$ cat config.mk
export PLATFORM = sky130hd
export DESIGN_NAME = alu8_flagged
export DESIGN_NICKNAME = d
export VERILOG_FILES = /design/src/rtl/alu8_pkg.sv /design/src/rtl/alu8_logic_unit.sv /design/src/rtl/alu8_arith_unit.sv /design/src/rtl/alu8_shift_unit.sv /design/src/rtl/alu8_bit_unit.sv /design/src/rtl/alu8_flagged.sv
export SDC_FILE = /design/constraint.sdc
export NUM_CORES = 1
export LEC_CHECK = 0
export BUFFER_PORTS_ARGS = -buffer_cell sky130_fd_sc_hd__buf_2
export CORE_UTILIZATION = 60
export DETAILED_ROUTE_END_ITERATION = 8
export GPL_TIMING_DRIVEN = 0
export PLACE_DENSITY = 0.83
export SYNTH_ARGS = -nofsm -noshare
export SYNTH_HDL_FRONTEND = slang
export SYNTH_SLANG_ARGS = --single-unit
$ cat constraint.sdc
create_clock -name clk -period 3.85 [get_ports clk]
set_clock_uncertainty 0.1 [all_clocks]
set_input_delay 0.385 -clock clk [delete_from_list [all_inputs] [get_ports clk]]
set_output_delay 0.385 -clock clk [all_outputs]
set_load 0.005 [all_outputs]
$ cat src/rtl/alu8_pkg.sv
// Shared definitions for the 8-bit ALU: flag bit positions, opcode
// encoding and the set of operations that write a result back.
package alu8_pkg;

    localparam int FLAG_W = 4;
    localparam int ZF_B   = 0;
    localparam int CF_B   = 1;
    localparam int OF_B   = 2;
    localparam int SF_B   = 3;

    typedef enum logic [3:0] {
        OP_AND = 4'd0,
        OP_OR  = 4'd1,
        OP_XOR = 4'd2,
        OP_INC = 4'd3,
        OP_DEC = 4'd4,
        OP_ADD = 4'd5,
        OP_SUB = 4'd6,
        OP_CMP = 4'd7,
        OP_SHL = 4'd8,
        OP_SHR = 4'd9,
        OP_ROL = 4'd10,
        OP_ROR = 4'd11,
        OP_BIT = 4'd12,
        OP_CCF = 4'd13,
        OP_SCF = 4'd14,
        OP_COF = 4'd15
    } alu_op_e;

    // True for operations whose result is written to res_out.
    function automatic logic op_writes(alu_op_e op);
        case (op)
            OP_AND, OP_OR, OP_XOR, OP_INC, OP_DEC, OP_ADD, OP_SUB,
            OP_SHL, OP_SHR, OP_ROL, OP_ROR: return 1'b1;
            default:                        return 1'b0;
        endcase
    endfunction

endpackage

$ cat src/rtl/alu8_logic_unit.sv
// Bitwise unit: AND, OR, XOR. Touches only ZF and SF.
// Assumes the caller ORs its outputs with the other units; all outputs
// are zero when the op is not one of this unit's.
module alu8_logic_unit
    import alu8_pkg::*;
#(
    parameter int W = 8
) (
    input  alu_op_e           op,
    input  logic [W-1:0]      a,
    input  logic [W-1:0]      b,
    output logic [W-1:0]      res,
    output logic [FLAG_W-1:0] val,
    output logic [FLAG_W-1:0] mask
);

    logic hit;

    // Compute the bitwise result and its zero/sign flags.
    always_comb begin
        hit = 1'b1;
        res = '0;
        case (op)
            OP_AND:  res = a & b;
            OP_OR:   res = a | b;
            OP_XOR:  res = a ^ b;
            default: hit = 1'b0;
        endcase
        val  = '0;
        mask = '0;
        if (hit) begin
            val[ZF_B]  = (res == '0);
            val[SF_B]  = res[W-1];
            mask[ZF_B] = 1'b1;
            mask[SF_B] = 1'b1;
        end
    end

endmodule

$ cat src/rtl/alu8_arith_unit.sv
// Adder/subtractor unit: INC, DEC, ADD, SUB and CMP. Updates ZF, CF, OF, SF.
// INC/DEC report an unsigned wrap on both CF and OF, so that a following
// overflow test can carry into an upper byte. ADD/SUB/CMP report signed
// overflow on OF and carry/borrow on CF. Outputs are zero when not selected.
module alu8_arith_unit
    import alu8_pkg::*;
#(
    parameter int W = 8
) (
    input  alu_op_e           op,
    input  logic [W-1:0]      a,
    input  logic [W-1:0]      b,
    output logic [W-1:0]      res,
    output logic [FLAG_W-1:0] val,
    output logic [FLAG_W-1:0] mask
);

    localparam logic [W:0] ONE = (W+1)'(1);

    logic [W:0] ext;
    logic       hit;
    logic       ovf;

    // Form the extended sum or difference and the overflow condition.
    always_comb begin
        hit = 1'b1;
        ext = '0;
        ovf = 1'b0;
        case (op)
            OP_INC: begin
                ext = {1'b0, a} + ONE;
                ovf = ext[W];
            end
            OP_DEC: begin
                ext = {1'b0, a} - ONE;
                ovf = ext[W];
            end
            OP_ADD: begin
                ext = {1'b0, a} + {1'b0, b};
                ovf = (a[W-1] == b[W-1]) && (ext[W-1] != a[W-1]);
            end
            OP_SUB, OP_CMP: begin
                ext = {1'b0, a} - {1'b0, b};
                ovf = (a[W-1] != b[W-1]) && (ext[W-1] != a[W-1]);
            end
            default: hit = 1'b0;
        endcase
    end

    // Present result and all four flags for the selected op.
    always_comb begin
        res  = hit ? ext[W-1:0] : '0;
        val  = '0;
        mask = '0;
        if (hit) begin
            val[ZF_B] = (ext[W-1:0] == '0);
            val[CF_B] = ext[W];
            val[OF_B] = ovf;
            val[SF_B] = ext[W-1];
            mask      = '1;
        end
    end

endmodule

$ cat src/rtl/alu8_shift_unit.sv
// Shift/rotate unit: SHL, SHR, ROL, ROR by a count of 0..W-1.
// CF receives the last bit moved out; a zero count leaves the value and
// clears CF. Updates ZF, CF, SF only. Outputs are zero when not selected.
module alu8_shift_unit
    import alu8_pkg::*;
#(
    parameter int W  = 8,
    parameter int CW = $clog2(W)
) (
    input  alu_op_e           op,
    input  logic [W-1:0]      a,
    input  logic [CW-1:0]     cnt,
    output logic [W-1:0]      res,
    output logic [FLAG_W-1:0] val,
    output logic [FLAG_W-1:0] mask
);

    logic [W:0]     lft;
    logic [W:0]     rgt;
    logic [2*W-1:0] dbl_l;
    logic [2*W-1:0] dbl_r;
    logic           hit;
    logic           cy;
    logic           nz_cnt;

    // Shifted copies: an extra bit catches the last bit out of a shift,
    // a doubled operand gives the rotations.
    always_comb begin
        lft    = {1'b0, a} << cnt;
        rgt    = {a, 1'b0} >> cnt;
        dbl_l  = {a, a} << cnt;
        dbl_r  = {a, a} >> cnt;
        nz_cnt = (cnt != '0);
    end

    // Pick the variant and its carry.
    always_comb begin
        hit = 1'b1;
        res = '0;
        cy  = 1'b0;
        case (op)
            OP_SHL: begin
                res = lft[W-1:0];
                cy  = lft[W];
            end
            OP_SHR: begin
                res = rgt[W:1];
                cy  = rgt[0];
            end
            OP_ROL: begin
                res = dbl_l[2*W-1:W];
                cy  = nz_cnt & dbl_l[W];
            end
            OP_ROR: begin
                res = dbl_r[W-1:0];
                cy  = nz_cnt & dbl_r[W-1];
            end
            default: hit = 1'b0;
        endcase
        val  = '0;
        mask = '0;
        if (hit) begin
            val[ZF_B]  = (res == '0);
            val[CF_B]  = cy;
            val[SF_B]  = res[W-1];
            mask[ZF_B] = 1'b1;
            mask[CF_B] = 1'b1;
            mask[SF_B] = 1'b1;
        end
    end

endmodule

$ cat src/rtl/alu8_bit_unit.sv
// Flag-only unit: BIT test (ZF = tested bit) and the explicit carry and
// overflow set/clear ops. Produces no result. Outputs zero when not selected.
module alu8_bit_unit
    import alu8_pkg::*;
#(
    parameter int W  = 8,
    parameter int CW = $clog2(W)
) (
    input  alu_op_e           op,
    input  logic [W-1:0]      a,
    input  logic [CW-1:0]     idx,
    output logic [FLAG_W-1:0] val,
    output logic [FLAG_W-1:0] mask
);

    // Decode which single flag changes and to what.
    always_comb begin
        val  = '0;
        mask = '0;
        case (op)
            OP_BIT: begin
                val[ZF_B]  = a[idx];
                mask[ZF_B] = 1'b1;
            end
            OP_CCF: mask[CF_B] = 1'b1;
            OP_SCF: begin
                val[CF_B]  = 1'b1;
                mask[CF_B] = 1'b1;
            end
            OP_COF: mask[OF_B] = 1'b1;
            default: ;
        endcase
    end

endmodule

$ cat src/rtl/alu8_flagged.sv
// Top of the 8-bit ALU. Four execution units decode the op in parallel;
// only the selected unit drives non-zero outputs, so their outputs are
// merged by OR. The flag update is a masked merge into the flag register.
// The result and the write pulse are registered one edge after acceptance.
// Assumes one op per cycle; a flag load wins over a same-cycle flag update.
module alu8_flagged
    import alu8_pkg::*;
#(
    parameter int W  = 8,
    parameter int CW = $clog2(W)
) (
    input  logic              clk,
    input  logic              rst_n,
    input  logic              op_valid,
    input  logic [3:0]        op_code,
    input  logic [W-1:0]      opnd_a,
    input  logic [W-1:0]      opnd_b,
    input  logic [CW-1:0]     bit_sel,
    input  logic              flags_ld,
    input  logic [FLAG_W-1:0] flags_in,
    output logic [W-1:0]      res_out,
    output logic              res_wr,
    output logic [FLAG_W-1:0] flags_out
);

    alu_op_e           op;
    logic [W-1:0]      res_l, res_a, res_s, res_c;
    logic [FLAG_W-1:0] val_l, val_a, val_s, val_b, val_c;
    logic [FLAG_W-1:0] msk_l, msk_a, msk_s, msk_b, msk_c;
    logic              wr_c;
    logic [W-1:0]      res_q;
    logic              wr_q;
    logic [FLAG_W-1:0] flags_q;

    assign op = alu_op_e'(op_code);

    alu8_logic_unit #(.W(W)) u_logic (
        .op(op), .a(opnd_a), .b(opnd_b),
        .res(res_l), .val(val_l), .mask(msk_l)
    );

    alu8_arith_unit #(.W(W)) u_arith (
        .op(op), .a(opnd_a), .b(opnd_b),
        .res(res_a), .val(val_a), .mask(msk_a)
    );

    alu8_shift_unit #(.W(W), .CW(CW)) u_shift (
        .op(op), .a(opnd_a), .cnt(bit_sel),
        .res(res_s), .val(val_s), .mask(msk_s)
    );

    alu8_bit_unit #(.W(W), .CW(CW)) u_bit (
        .op(op), .a(opnd_a), .idx(bit_sel),
        .val(val_b), .mask(msk_b)
    );

    // Merge the mutually exclusive unit outputs.
    always_comb begin
        res_c = res_l | res_a | res_s;
        val_c = val_l | val_a | val_s | val_b;
        msk_c = msk_l | msk_a | msk_s | msk_b;
        wr_c  = op_valid && op_writes(op);
    end

    // Register the result, the write pulse and the flag word.
    always_ff @(posedge clk) begin
        if (!rst_n) begin
            res_q   <= '0;
            wr_q    <= 1'b0;
            flags_q <= '0;
        end else begin
            wr_q <= wr_c;
            if (wr_c) begin
                res_q <= res_c;
            end
            if (flags_ld) begin
                flags_q <= flags_in;
            end else if (op_valid) begin
                flags_q <= (flags_q & ~msk_c) | (val_c & msk_c);
            end
        end
    end

    assign res_out   = res_q;
    assign res_wr    = wr_q;
    assign flags_out = flags_q;

endmodule

==> metrics.cfg <==
[detailed_routing]
drt-pass1-iter-count=5
drtIter0Drc=473
drtAntennaViolNets=0
drt-total-wl_mm=11.34
num_vias=3750
drc=0
wl_per_cell_um=21.19
viasPerCell=7.009

[critical_path]
cp.required_ns=3.90
crit_arrival_ns=3.54
cp-end-kind=flip-flop
cp-start-kind=input port
worstPathMaxFanout=10
crit_type=input port to flip-flop

[synthesis]
syn_inst=424
synth_commonest_cells=nand2_1 (31), nor2_1 (31), ha_1 (26), inv_1 (26), mux2i_1 (26)
synth.cell_area_um2=3133
ys_ff_latch=13
yosys-top-cells-area=ha_1 (10%), dfxtp_1 (8.3%), mux2i_1 (8.3%), nand2_1 (3.7%), nor2_1 (3.7%)
synth_top_cell_area_share=0.1038
synth_edf_count=0
synth_cell_types=75
ys_seq_area_frac=0.08307
syn_avg_cell_area_um2=7.389
synthFlopType=dfxtp_1
async_reset_ff_frac=0
synth_top_area_cell=ha_1
yosysWarningCount=0
synth.net_count=483

[power_and_ir_drop]
power_leakage_uw=0.001510
irDropWorstVdd_mv=0.1385
p_per_area_nw_per_um2=199.7

[place]
io_buffers=40
preCtsSetupSlack_ns=0.1489
dpl.hpwl_mm=8.834
gp_congestion=0.9980
dp_cells=531
placed_area_um2=3417

[clocking]
hold_buffers=0
clock_sinks=13
cts_setup_buffers=0
clock_latency_ns=0.25
cts_buffer_depth=2
htree_levels=1
cts_tree=built
cts_buffers=3
root_buffer=clkbuf_8
postCtsResizedCells=0
path_clk_slew_ns=0.06

[global_routing]
grt_pass1_wl_mm=17.80
grt_start_max_net_pins=11
grt_use_total=0.4258
grt_antenna_before_repair=0
first_global_vias=3495
globalRoute.totalOverflow=0

[cells_and_area]
nFillCells=400
postLayoutCoreUtil=0.7095
layout-drive-gt1-share=0.1902
n_antenna_cell=0
area_growth_syn_to_layout_pct=10.50
fin_cells=535
fin_nets=528
fin_area_um2=3462

[sta]
period_share=0.9070
period_minus_slack_ns=3.492
layout_setup_ws_ns=0.3580
slew_viol_final=0
tns_ns=0
timing.fmax_ghz=0.2864
rsz0062_at_grt=false
slew_headroom=0.2810
setup_violations=0
hold_viol_final=0
tightestPinTransition_ns=1.076

[job]
max_cap_viol_count=0

[floorplanning]
die_h_um=74.26
io_pins=44
fp.coreArea_um2=4880
dieArea_um2=5515
start_util=0.6421
rows=25
die_x_um=74.26

[min_path]
min_path_type=input port to flip-flop

[run_status]
status=finished clean

path summary, 6_finish.rpt:
check,cells past startpoint,slack (ns),from,endpoint
setup reg to reg,5,2.07,flip-flop,flip-flop
setup / recovery,10,0.36,opnd_a[1],flip-flop
hold reg to reg,1,0.43,res_out[5],res_out[5]
hold / removal,2,0.29,flags_in[3],flip-flop
layout make-up:
type                            count  area, um^2  area share
Sequential cell                    13       260.3     0.07517
Multi-Input combinational cell    345        2570      0.7423
Inverter                           30       112.6     0.03253
Clock buffer                        4       45.04     0.01301
Buffer                             36       190.2     0.05493
Tap cell                           67       83.83     0.02421
Timing Repair Buffer               40       200.2     0.05782
through the flow:
step                hold slack (ns)  power (uW)
floorplan                    0.4273       425.3
global placement             0.4143       536.4
detailed placement           0.4191       548.0
CTS                          0.2880       673.5
global route                 0.2984       728.4
finish                       0.2868       691.4
where the power goes:
part / total (uW) / leakage, uW / internal (uW) / switching, uW
clock: 127 / 0.0000228 / 73.4 / 53.3
combinational: 413 / 0.00138 / 155 / 258
sequential: 152 / 0.000108 / 147 / 5.21
total: 691 / 0.00151 / 375 / 316
worst max-delay path, cell delays in order:
cell,delay [ns]
buf_2,0.17
clkbuf_1,0.40
inv_1,0.20
fa_1,0.51
o31ai_1,0.47
o22ai_1,0.16
nor2_1,0.16
o21ai_1,0.15
or4_1,0.58
o41ai_2,0.35
per-layer routing:
metal	global-route usage	share of wire	routed length, um
met5	0	0	0
met3	0.1030	0.12	1399
met1	0.5620	0.40	4488
met2	0.6859	0.45	5079
met4	0.1321	0.033	370
logic make-up after synthesis:
| logic type | synth area share |
|---|---|
| DFF | 0.08307 |
| xor gates and xnor gates | 0.01677 |
| and+or+nand+nor | 0.2161 |
| muxes | 0.1370 |
| buffers and inverters | 0.09664 |
| AOI/OAI and AO/OA | 0.3339 |
| adders and majority gates | 0.1166 |
cell usage in the layout (no fill, tap or decap), types with 5 or more instances in the layout:
cell       n
a211oi_1   7
a21oi_1   21
a221oi_1   9
a31oi_1    9
and2_1     5
and3_1     6
buf_2     50
buf_4      5
clkbuf_1  16
dfxtp_1   13
ha_1      26
inv_1     26
mux2_2     5
mux2i_1   26
mux4_2     5
nand2_1   31
nand2b_1   5
nand3_1   13
nand4_1    5
nor2_1    31
nor3_1    10
o21ai_0   23
o22ai_1   17
o31ai_1    9
Power figures use the tool's default switching activity.
